## config.mk

```make
export PLATFORM = sky130hd
export DESIGN_NAME = servo_frame_seq
export DESIGN_NICKNAME = d
export VERILOG_FILES = /design/src/rtl/seq_pkg.sv /design/src/rtl/seq_chan_ctr.sv /design/src/rtl/seq_onehot_dec.sv /design/src/rtl/seq_fsm.sv /design/src/rtl/servo_frame_seq.sv
export SDC_FILE = /design/constraint.sdc
export NUM_CORES = 1
export LEC_CHECK = 0
export ABC_AREA = 1
export CAP_MARGIN = 20
export CORE_AREA = 2 2 39 41
export CTS_CLUSTER_SIZE = 10
export DETAILED_ROUTE_END_ITERATION = 10
export DIE_AREA = 0 0 41 43
export DONT_BUFFER_PORTS = 1
export GPL_TIMING_DRIVEN = 1
export SYNTH_ARGS = -nofsm -noshare
export SYNTH_HDL_FRONTEND = slang
export SYNTH_HIERARCHICAL = 1
export SYNTH_SLANG_ARGS = --single-unit
```

## constraint.sdc

```tcl
create_clock -name clk -period 2.6 [get_ports clk]
set_input_delay 0.39 -clock clk [delete_from_list [all_inputs] [get_ports clk]]
set_output_delay 0.39 -clock clk [all_outputs]
set_load 0.02 [all_outputs]
```

## src/rtl/seq_pkg.sv

```systemverilog
package seq_pkg;
   typedef enum logic [2:0] {
      ST_IDLE     = 3'd0,
      ST_CLR      = 3'd1,
      ST_SAMPLE   = 3'd2,
      ST_WAIT_ADC = 3'd3,
      ST_GO       = 3'd4,
      ST_WAIT_DAC = 3'd5,
      ST_DONE     = 3'd6
   } seq_state_t;
endpackage

```

## src/rtl/seq_chan_ctr.sv

```systemverilog
module seq_chan_ctr #(
   parameter int NUM_CH = 6,
   parameter int CH_W   = 3
) (
   input  logic            clk,
   input  logic            rst_n,
   input  logic            adv_i,
   output logic [CH_W-1:0] ch_o,
   output logic            last_o
);
   localparam logic [CH_W-1:0] LAST_CH = CH_W'(NUM_CH - 1);

   always_ff @(posedge clk) begin
      if (!rst_n)
         ch_o <= '0;
      else if (adv_i)
         ch_o <= (ch_o == LAST_CH) ? '0 : ch_o + 1'b1;
   end

   assign last_o = (ch_o == LAST_CH);
endmodule

```

## src/rtl/seq_onehot_dec.sv

```systemverilog
module seq_onehot_dec #(
   parameter int NUM_CH = 6,
   parameter int CH_W   = 3
) (
   input  logic              en_i,
   input  logic [CH_W-1:0]   sel_i,
   output logic [NUM_CH-1:0] out_o
);
   for (genvar k = 0; k < NUM_CH; k++) begin : g_bit
      assign out_o[k] = en_i && (sel_i == CH_W'(k));
   end
endmodule

```

## src/rtl/seq_fsm.sv

```systemverilog
module seq_fsm
   import seq_pkg::*;
#(
   parameter int RST_CYCLES = 2
) (
   input  logic       clk,
   input  logic       rst_n,
   input  logic       start_i,
   input  logic       adc_ready_i,
   input  logic       dac_done_i,
   input  logic       last_ch_i,
   output seq_state_t state_o,
   output logic       adv_ch_o
);
   seq_state_t nxt;
   logic       clr_done;

   if (RST_CYCLES > 1) begin : g_clr_cnt
      localparam int RCW = $clog2(RST_CYCLES);
      localparam logic [RCW-1:0] CNT_LAST = RCW'(RST_CYCLES - 1);
      logic [RCW-1:0] cnt;
      always_ff @(posedge clk) begin
         if (!rst_n || state_o != ST_CLR)
            cnt <= '0;
         else
            cnt <= cnt + 1'b1;
      end
      assign clr_done = (cnt == CNT_LAST);
   end else begin : g_clr_single
      assign clr_done = 1'b1;
   end

   always_comb begin
      nxt      = state_o;
      adv_ch_o = 1'b0;
      case (state_o)
         ST_IDLE:     if (start_i) nxt = ST_CLR;
         ST_CLR:      if (clr_done) nxt = ST_SAMPLE;
         ST_SAMPLE:   nxt = ST_WAIT_ADC;
         ST_WAIT_ADC: if (adc_ready_i) nxt = ST_GO;
         ST_GO:       nxt = ST_WAIT_DAC;
         ST_WAIT_DAC: if (dac_done_i) begin
                         adv_ch_o = 1'b1;
                         nxt      = last_ch_i ? ST_DONE : ST_SAMPLE;
                      end
         ST_DONE:     nxt = start_i ? ST_CLR : ST_IDLE;
         default:     nxt = ST_IDLE;
      endcase
   end

   always_ff @(posedge clk) begin
      if (!rst_n)
         state_o <= ST_IDLE;
      else
         state_o <= nxt;
   end
endmodule

```

## src/rtl/servo_frame_seq.sv

```systemverilog
module servo_frame_seq
   import seq_pkg::*;
#(
   parameter int NUM_CH     = 6,
   parameter int RST_CYCLES = 2,
   localparam int CH_W      = (NUM_CH > 1) ? $clog2(NUM_CH) : 1
) (
   input  logic              clk,
   input  logic              rst_n,
   input  logic              start_i,
   input  logic              adc_ready_i,
   input  logic              dac_done_i,
   output logic              conv_rst_o,
   output logic [CH_W-1:0]   ch_addr_o,
   output logic              sample_o,
   output logic [NUM_CH-1:0] fuzz_go_o,
   output logic              frame_done_o
);
   if (NUM_CH < 2) begin : g_bad_ch
      $error("servo_frame_seq: NUM_CH must be at least 2");
   end
   if (RST_CYCLES < 1) begin : g_bad_rst
      $error("servo_frame_seq: RST_CYCLES must be at least 1");
   end

   seq_state_t state;
   logic       adv_ch;
   logic       last_ch;

   seq_fsm #(.RST_CYCLES(RST_CYCLES)) u_fsm (
      .clk         (clk),
      .rst_n       (rst_n),
      .start_i     (start_i),
      .adc_ready_i (adc_ready_i),
      .dac_done_i  (dac_done_i),
      .last_ch_i   (last_ch),
      .state_o     (state),
      .adv_ch_o    (adv_ch)
   );

   seq_chan_ctr #(.NUM_CH(NUM_CH), .CH_W(CH_W)) u_ctr (
      .clk    (clk),
      .rst_n  (rst_n),
      .adv_i  (adv_ch),
      .ch_o   (ch_addr_o),
      .last_o (last_ch)
   );

   seq_onehot_dec #(.NUM_CH(NUM_CH), .CH_W(CH_W)) u_dec (
      .en_i  (state == ST_GO),
      .sel_i (ch_addr_o),
      .out_o (fuzz_go_o)
   );

   assign conv_rst_o   = (state == ST_CLR);
   assign sample_o     = (state == ST_SAMPLE);
   assign frame_done_o = (state == ST_DONE);
endmodule

```

==> results.md, run 1 <==
* Post-synthesis mux area share at 0%
* Crit path cell chain: nand2_1 > nor2_1 > nand2_1 > nor2_1
* DR iter-0 viols at 14
* Core Region at 1380 um2
* Clock slew at reported path FFs at 0.05 ns
* WHS Path Cells at 2
* Initial antenna violation count at 0
* FF-to-FF path depth at 5
* Actual slew at the worst max-slew pin at 0.475 ns
* CP endpoint kind: output port
* DR pass1 iterations at 4
* Setup Fix Bufs, Post-CTS at 0
* Starting Density at 40.7%
* Layout cells sized above 1 at 21.4%
* Nets at 104
* Final Hold Viols at 0
* Number of cells on the critical path at 4
* Fin area at 598 um2
* Synth Register Bits at 7
* DP Area at 572 um2
* Max frequency at 503 MHz
* Critical Path AT at 1.60 ns
* Max_slew headroom at 68.3%
* Post-synthesis compound-gate area fraction at 6.89%
* Layout Area Growth over Synthesis at 6.22%
* Post-synth top flop: dfxtp_1
* Main combinational cell family by area after synthesis: simple AND/OR/NAND/NOR gates
* Port buffer count at 0
* H-tree levels at 1
* Unrepaired setup endpoints after global routing: no
* Post-synth top area cell: dfxtp_1
* Vias at 511
* Cell family with most CP delay: simple AND/OR/NAND/NOR gates
* Simple-Gate Fraction of Synth Area at 55.6%
* Fin util at 43.2%
* Largest fanout on the critical path at 11
* Die area at 1760 um2
* Dpl hpwl at 864 um
* Syn Nets at 100
* Post-synth EDFFs at 0
* Wire per inst at 9.34 um
* Die Ht at 43 um
* GRT Residual Overflow at 0
* HP Class: in -> reg
* Post-synth top cells: 25 x nand2_1, 23 x nor2_1, 13 x inv_1
* Syn Inst Count at 95
* Final count of negative-setup-slack endpoints at 0
* Clock root buffer: clkbuf_4
* Syn Area/Cell at 5.93 um2
* Clock sinks at 7
* Rows at 14
* GP Congestion at 0.817
* CTS tree: built
* CP startpoint kind: flop
* Synth async-reset ratio at 0%
* Via-per-instance ratio at 4.48
* Synth Warn # at 6
* Top cells by area, synth: dfxtp_1 25%, nand2_1 17%, nor2_1 15%
* Register area share after synthesis at 24.9%
* Flop2flop setup slack at 1.13 ns
* ANT cells at 0
* Global-route wire length before repair at 1790 um
* DRT antenna net count at 0
* Total negative slack at 0 ns
* Status: finished, final reports clean
* Top Ports at 17
* Worst Path Required at 2.21 ns
* Routed Wire Length at 1070 um
* Slowest cell delay on critical path at 0.61 ns
* Max-cap violations at 0
* FILL cells at 164
* Hold_ws at 0.240 ns
* Vias in the first global route at 439
* Clock Skews at 0.00564 ns
* Max Slew Vio Count at 0
* Clk Latency, worst-skew pair at 0.25 ns
* Chip Width at 41 um
* Drc violations at 0
* XOR/XNOR Fraction of Synth Area at 0%
* Max IR drop VDD at 0.346 mV
* Top cell type's share of synthesized area at 24.9%
* CTS buffer count at 3
* GRT Util Overall at 15.0%
* Power density cells at 1010 nW/um2
* Largest net degree at the start of global routing at 12
* Bufs and invs on worst path at 0
* Area share of fa/ha/maj cells after synthesis at 0%
* Most frequent cell after synthesis: nand2_1
* Crit share post-route at 76.5%
* Post-synth design cell area at 563 um2
* Unique cell type count in the Yosys netlist at 17
* Slowest-stage cell, CP: dfxtp_1
* Minimum clock period at 1.99 ns
* Max Root-Sink Buffers at 2
* Hold buffers post-CTS at 0
* Leakage power at 0.277 nW
* CTS-repair resized insts at 0
* Crit Path Category: reg -> out
worst register-to-register path, delay by kind of cell (launching register included):
kind	cells	cell delay (ns)
AND/OR/NAND/NOR	5	0.76
flip-flops	1	0.61
power by group:
part           switching, mW  leakage, nW  internal [mW]
combinational          0.196        0.205          0.110
sequential            0.0645       0.0573          0.133
clock                 0.0411       0.0150         0.0586
path summary, 6_finish.rpt:
path	startpoint	endpoint
setup / recovery	u_fsm/state_o[2]$_SDFFE_PN0P_	fuzz_go_o[4]
hold / removal	rst_n	u_fsm/clr_done$_SDFF_PP0_
setup reg to reg	u_fsm/state_o[2]$_SDFFE_PN0P_	u_ctr/ch_o[2]$_SDFFE_PN0P_
hold reg to reg	u_fsm/clr_done$_SDFF_PP0_	u_fsm/clr_done$_SDFF_PP0_
layer usage:
layer  global-route usage (%)  wire (um)
met1                     21.7        532
met2                     18.8        466
met3                     8.38         67
met4                     4.00          0
met5                        0          0
flip-flops by register name, summed over array words and instances (netlist names):
register,cells
u_fsm/state_o,3
u_fsm/clr_done,1
u_ctr/ch_o,3
placed cells by master (no fill, tap or decap):
| cell | netlist | layout |
|---|---|---|
| nand2_1 | 25 | 25 |
| nor2_1 | 23 | 23 |
| inv_1 | 13 | 13 |
| dfxtp_1 | 7 | 7 |
| nand3_1 | 5 | 5 |
| nor2_2 | 4 | 4 |
| clkbuf_4 | 0 | 3 |
| inv_2 | 3 | 3 |
| nor2_4 | 3 | 3 |
| nand3_2 | 2 | 2 |
| nand2_2 | 2 | 2 |
| o21ai_2 | 2 | 2 |
| clkbuf_1 | 0 | 1 |
| nand2_4 | 1 | 1 |
| a21oi_1 | 1 | 1 |
| a21oi_2 | 1 | 1 |
| nor3_1 | 1 | 1 |
| o21a_1 | 1 | 1 |
per-stage QoR:
stage                     std cells  worst slack, ns  power (mW)
after floorplan                  95             1.18       0.475
after global placement          110            0.922       0.506
after detailed placement        110            0.872       0.508
after CTS                       114            0.595       0.609
after global routing            114            0.481       0.660
final                           114            0.612       0.603
final cells by class:
cell class	count	area (um2)	area share, %
sequential	7	140	23.4
clock buffer	4	26.3	4.39
multi-input combinational	71	352	58.8
inverter	16	60.1	10.0
tap	16	20.0	3.35
kinds of logic after synthesis:
family | after synthesis
AO/OA/AOI/OAI | 5
AND/OR/NAND/NOR | 66
flip-flops | 7
buffers and inverters | 17
(Power assumes the default switching activity.)
==> run 2, diff against run 1 <==
Clock period 2.6 ns to 1.8 ns, I/O delays scaled along.
==> results.md, run 2 (synthesized netlist as in run 1, its figures left out) <==
* Via-per-instance ratio at 4.69 (+4.6%)
* Leakage power at 0.282 nW (+1.9%)
* Max Slew Vio Count at 0 (unchanged)
* GRT Residual Overflow at 0 (unchanged)
* H-tree levels at 1 (unchanged)
* Dpl hpwl at 855 um (-1.1%)
* Routed Wire Length at 1120 um (+4.7%)
* Core Region at 1380 um2 (unchanged)
* CTS buffer count at 3 (unchanged)
* Die Ht at 43 um (unchanged)
* Initial antenna violation count at 0 (unchanged)
* Clk Latency, worst-skew pair at 0.25 ns (about the same)
* Crit share post-route at 93.0%
* Crit Path Category: reg -> out
* DR pass1 iterations at 5 (+1)
* Unrepaired setup endpoints after global routing: no
* CP startpoint kind: flop
* Minimum clock period at 1.67 ns
* Layout cells sized above 1 at 22.2% (+0.79 points)
* Worst Path Required at 1.53 ns (-0.68 ns)
* Drc violations at 0 (unchanged)
* Top Ports at 17 (unchanged)
* Vias in the first global route at 426 (-3.0%)
* Actual slew at the worst max-slew pin at 0.453 ns (-0.0212 ns)
* DRT antenna net count at 0 (unchanged)
* Starting Density at 40.7% (unchanged)
* Wire per inst at 9.70 um (+3.8%)
* Power density cells at 1480 nW/um2 (+47%)
* DR iter-0 viols at 10 (-4)
* CP endpoint kind: output port
* Max Root-Sink Buffers at 2 (unchanged)
* Busiest layer in global routing: met1
* Final count of negative-setup-slack endpoints at 0 (unchanged)
* HP Class: in -> reg
* Largest fanout on the critical path at 8 (-3)
* Die area at 1760 um2 (unchanged)
* Met3 GRT Util at 5.24% (-3.1 points)
* Max-cap violations at 0 (unchanged)
* Critical Path AT at 1.40 ns (-0.20 ns)
* Most common cell after layout, fill and taps aside: nand2_1
* Max IR drop VDD at 0.567 mV (+64%)
* Clock Skews at 0.000822 ns (-0.00481 ns)
* Clock sinks at 7 (unchanged)
* Status: finished, final reports clean
* Max frequency at 597 MHz
* Max_slew headroom at 69.7% (+1.4 points)
* Port buffer count at 0 (unchanged)
* Design Power at 0.896 mW (+49%)
* CTS tree: built
* Layout Area Growth over Synthesis at 7.56%
* Global-route wire length before repair at 1680 um (-6.2%)
* Clock slew at reported path FFs at 0.06 ns (about the same)
* M1 GR Usage at 20.3% (-1.4 points)
* Setup Fix Bufs, Post-CTS at 0 (unchanged)
* Hold buffers post-CTS at 0 (unchanged)
* Total negative slack at 0 ns (unchanged)
* Vias at 539 (+5.5%)
* ANT cells at 0 (unchanged)
* Largest net degree at the start of global routing at 10 (-2)
* Chip Width at 41 um (unchanged)
* FILL cells at 159 (-3.0%)
* M2 GR Usage at 17.8% (-0.94 points)
* GRT Util Overall at 14.3% (-0.72 points)
* Clock root buffer: clkbuf_4
* GP Congestion at 0.796 (-2.6%)
* Nets at 105 (+0.96%)
* CTS-repair resized insts at 0 (unchanged)
* Final Hold Viols at 0 (unchanged)
* Most frequent cells in the layout: 25 x nand2_1, 23 x nor2_1, 13 x inv_1
* Rows at 14 (unchanged)
run 2: cell count changes in the layout (fill, tap and decap cells not counted), sizes merged:
cell,before,now
buf,0,1
run 2: stage by stage:
stage               util [%]  hold slack (ns)  setup WS (ns)  cells  instance area [um2]
finish                  43.8            0.121          0.125    115                  606
global route            43.8            0.129         0.0107    115                  606
CTS                     43.8            0.109          0.102    115                  606
detailed placement      41.9            0.386          0.394    111                  579
global placement        41.9            0.384          0.409    111                  579
floorplan                  -            0.381          0.496     95                  563
run 2: critical path, cell delays in order (launching register included):
cell	delay, ns
dfxtp_1	0.40
inv_1	0.11
nand2_1	0.06
nor2_1	0.15
nand2_2	0.10
nor2_1	0.33
run 2: metal layers:
metal,wire (um),vias to the layer above
met5,0,-
met4,0,0
met3,64,0
met2,514,19
met1,537,224
li1,-,296
run 2: final cells by class:
type / count / area, um2 / share of cell area (%)
Timing Repair Buffer: 1 / 7.51 / 1.24
Tap cell: 16 / 20.0 / 3.31
Inverter: 16 / 60.1 / 9.92
Multi-Input combinational cell: 71 / 352 / 58.1
Clock buffer: 4 / 26.3 / 4.34
Sequential cell: 7 / 140 / 23.1
run 2: final timing paths:
kind	slack, ns	depth (start not counted)	startpoint	end
setup / recovery	0.13	5	u_fsm/state_o[0]$_SDFFE_PN0P_	fuzz_go_o[2]
setup reg to reg	0.46	6	u_fsm/state_o[0]$_SDFFE_PN0P_	u_ctr/ch_o[1]$_SDFFE_PN0P_
hold reg to reg	0.54	3	u_fsm/clr_done$_SDFF_PP0_	u_fsm/clr_done$_SDFF_PP0_
hold / removal	0.12	2	rst_n	u_fsm/clr_done$_SDFF_PP0_
run 2: where the power goes:
group	internal, mW	switching, mW	total (mW)
registers	0.192	0.0750	0.267
clock network	0.0850	0.0638	0.149
logic	0.171	0.310	0.481
==> run 3, diff against run 2 <==
==> constraint.sdc (replaced) <==
create_clock -name clk -period 1.8 [get_ports clk]
set_input_delay 0 -clock clk [delete_from_list [all_inputs] [get_ports clk]]
set_output_delay 0 -clock clk [all_outputs]
set_load 0.02 [all_outputs]
==> results.md, run 3 (synthesized netlist as in run 1, its figures left out) <==
* Status: finished, final reports clean
* Starting Density at 40.7% (unchanged)
* CP startpoint kind: flop
* Top Ports at 17 (unchanged)
* Hold_sp: adc_ready_i
* Die Ht at 43 um (unchanged)
* Max Slew Vio Count at 0 (unchanged)
* Final count of negative-setup-slack endpoints at 0 (unchanged)
* Max frequency at 625 MHz (+4.7%)
* Layout Area Growth over Synthesis at 12.9%
* Reg2reg start: u_fsm/state_o[2]$_SDFFE_PN0P_
* Crit Path Category: reg -> out
* CTS buffer count at 3 (unchanged)
* GRT Util Overall at 18.5% (+4.2 points)
* Clock sinks at 7 (unchanged)
* Initial antenna violation count at 0 (unchanged)
* Nets at 108 (+2.9%)
* Most common cell after layout, fill and taps aside: nand2_1
* DRT antenna net count at 0 (unchanged)
* Most frequent cells in the layout: 25 x nand2_1, 23 x nor2_1, 13 x inv_1
* Clock Skews at 0.00209 ns (+0.00127 ns)
* Chip Width at 41 um (unchanged)
* FILL cells at 150 (-5.7%)
* Global-route wire length before repair at 2120 um (+26%)
* Total negative slack at 0 ns (unchanged)
* Crit share post-route at 88.8% (-4.2 points)
* Largest net degree at the start of global routing at 12 (+2)
* Leakage power at 0.295 nW (+4.5%)
* Clock root buffer: clkbuf_4
* Clk Latency, worst-skew pair at 0.26 ns (about the same)
* DP Area at 579 um2 (unchanged)
* Critical Path AT at 1.60 ns (+0.20 ns)
* Power density cells at 1410 nW/um2 (-4.6%)
* Port buffer count at 0 (unchanged)
* Max IR drop VDD at 0.524 mV (-7.7%)
* GP Congestion at 0.732 (-8.0%)
* Wire per inst at 10.1 um (+4.1%)
* ANT cells at 0 (unchanged)
* Worst Path Required at 1.80 ns (+0.27 ns)
* Largest fanout on the critical path at 11 (+3)
* DR pass1 iterations at 4 (-1)
* Routed Wire Length at 1190 um (+6.8%)
* Minimum clock period at 1.60 ns (-0.0759 ns)
* Vias at 573 (+6.3%)
* Max_slew headroom at 68.2% (-1.5 points)
* CTS-repair resized insts at 0 (unchanged)
* Rows at 14 (unchanged)
* Actual slew at the worst max-slew pin at 0.476 ns (+0.0231 ns)
* Dpl hpwl at 891 um (+4.3%)
* Core Region at 1380 um2 (unchanged)
* Die area at 1760 um2 (unchanged)
* Vias in the first global route at 507 (+19%)
* Drc violations at 0 (unchanged)
* CP endpoint kind: output port
* Unrepaired setup endpoints after global routing: no
* Clock slew at reported path FFs at 0.06 ns (about the same)
* Critical path origin: u_fsm/state_o[2]$_SDFFE_PN0P_
* Flop2flop setup slack at 0.28 ns (-0.18 ns)
* DR iter-0 viols at 11 (+1)
* Max Root-Sink Buffers at 2 (unchanged)
* H-tree levels at 1 (unchanged)
* CTS tree: built
* Via-per-instance ratio at 4.86 (+3.6%)
* GRT Residual Overflow at 0 (unchanged)
* Fin area at 636 um2 (+5.0%)
* HP Class: in -> reg
* Max-cap violations at 0 (unchanged)
* Layout cells sized above 1 at 21.6% (-0.65 points)
* Final Hold Viols at 0 (unchanged)
## run 3: report_power, final
group | internal (mW) | switching, mW
combinational | 0.165 | 0.298
sequential | 0.192 | 0.0877
clock | 0.0853 | 0.0694
total | 0.442 | 0.455
## run 3: per-layer routing
metal	up-vias	part of all wire, %	track usage, %
met4	0	3.7	14.0
met5	-	0	0
met3	5	4.1	6.28
met1	259	45	22.6
met2	11	47	25.3
li1	298	-	-
## run 3: per-stage QoR
step	power (mW)	utilization [%]	worst slack, ns	std cells	hold WS [ns]
floorplan	0.687	-	0.610	95	0.111
global placement	0.730	41.9	0.386	111	0.113
detailed placement	0.737	41.9	0.310	111	0.116
CTS	0.904	45.9	0.186	118	0.00809
global route	0.988	45.9	0.0671	118	0.0213
finish	0.897	45.9	0.201	118	0.0121
## run 3: layout make-up
cell class	instances	area (um2)	share of cell area (%)
Tap cell	16	20.0	3.15
Timing Repair Buffer	4	37.5	5.91
Clock buffer	4	26.3	4.13
Multi-Input combinational cell	71	352	55.3
Sequential cell	7	140	22.0
Inverter	16	60.1	9.45
## run 3: worst max-delay path, cell delays in order, from the launching register on
cell     delay (ns)
dfxtp_1        0.61
nand2_1        0.13
nor2_1         0.17
nand2_1        0.09
nor2_1         0.33
## run 3: what timing repair did
item | 4_1_cts | 5_1_grt
buffers inserted | 0 | 0
hold buffers | 3 | 0
endpoints found under the hold margin | 7 | 0
## run 3: worst paths after layout
| path | end | cells past startpoint |
|---|---|---|
| setup reg to reg | u_ctr/ch_o[2]$_SDFFE_PN0P_ | 5 |
| hold / removal | u_fsm/state_o[1]$_SDFFE_PN0P_ | 3 |
| hold reg to reg | u_fsm/clr_done$_SDFF_PP0_ | 3 |
| setup / recovery | fuzz_go_o[5] | 4 |
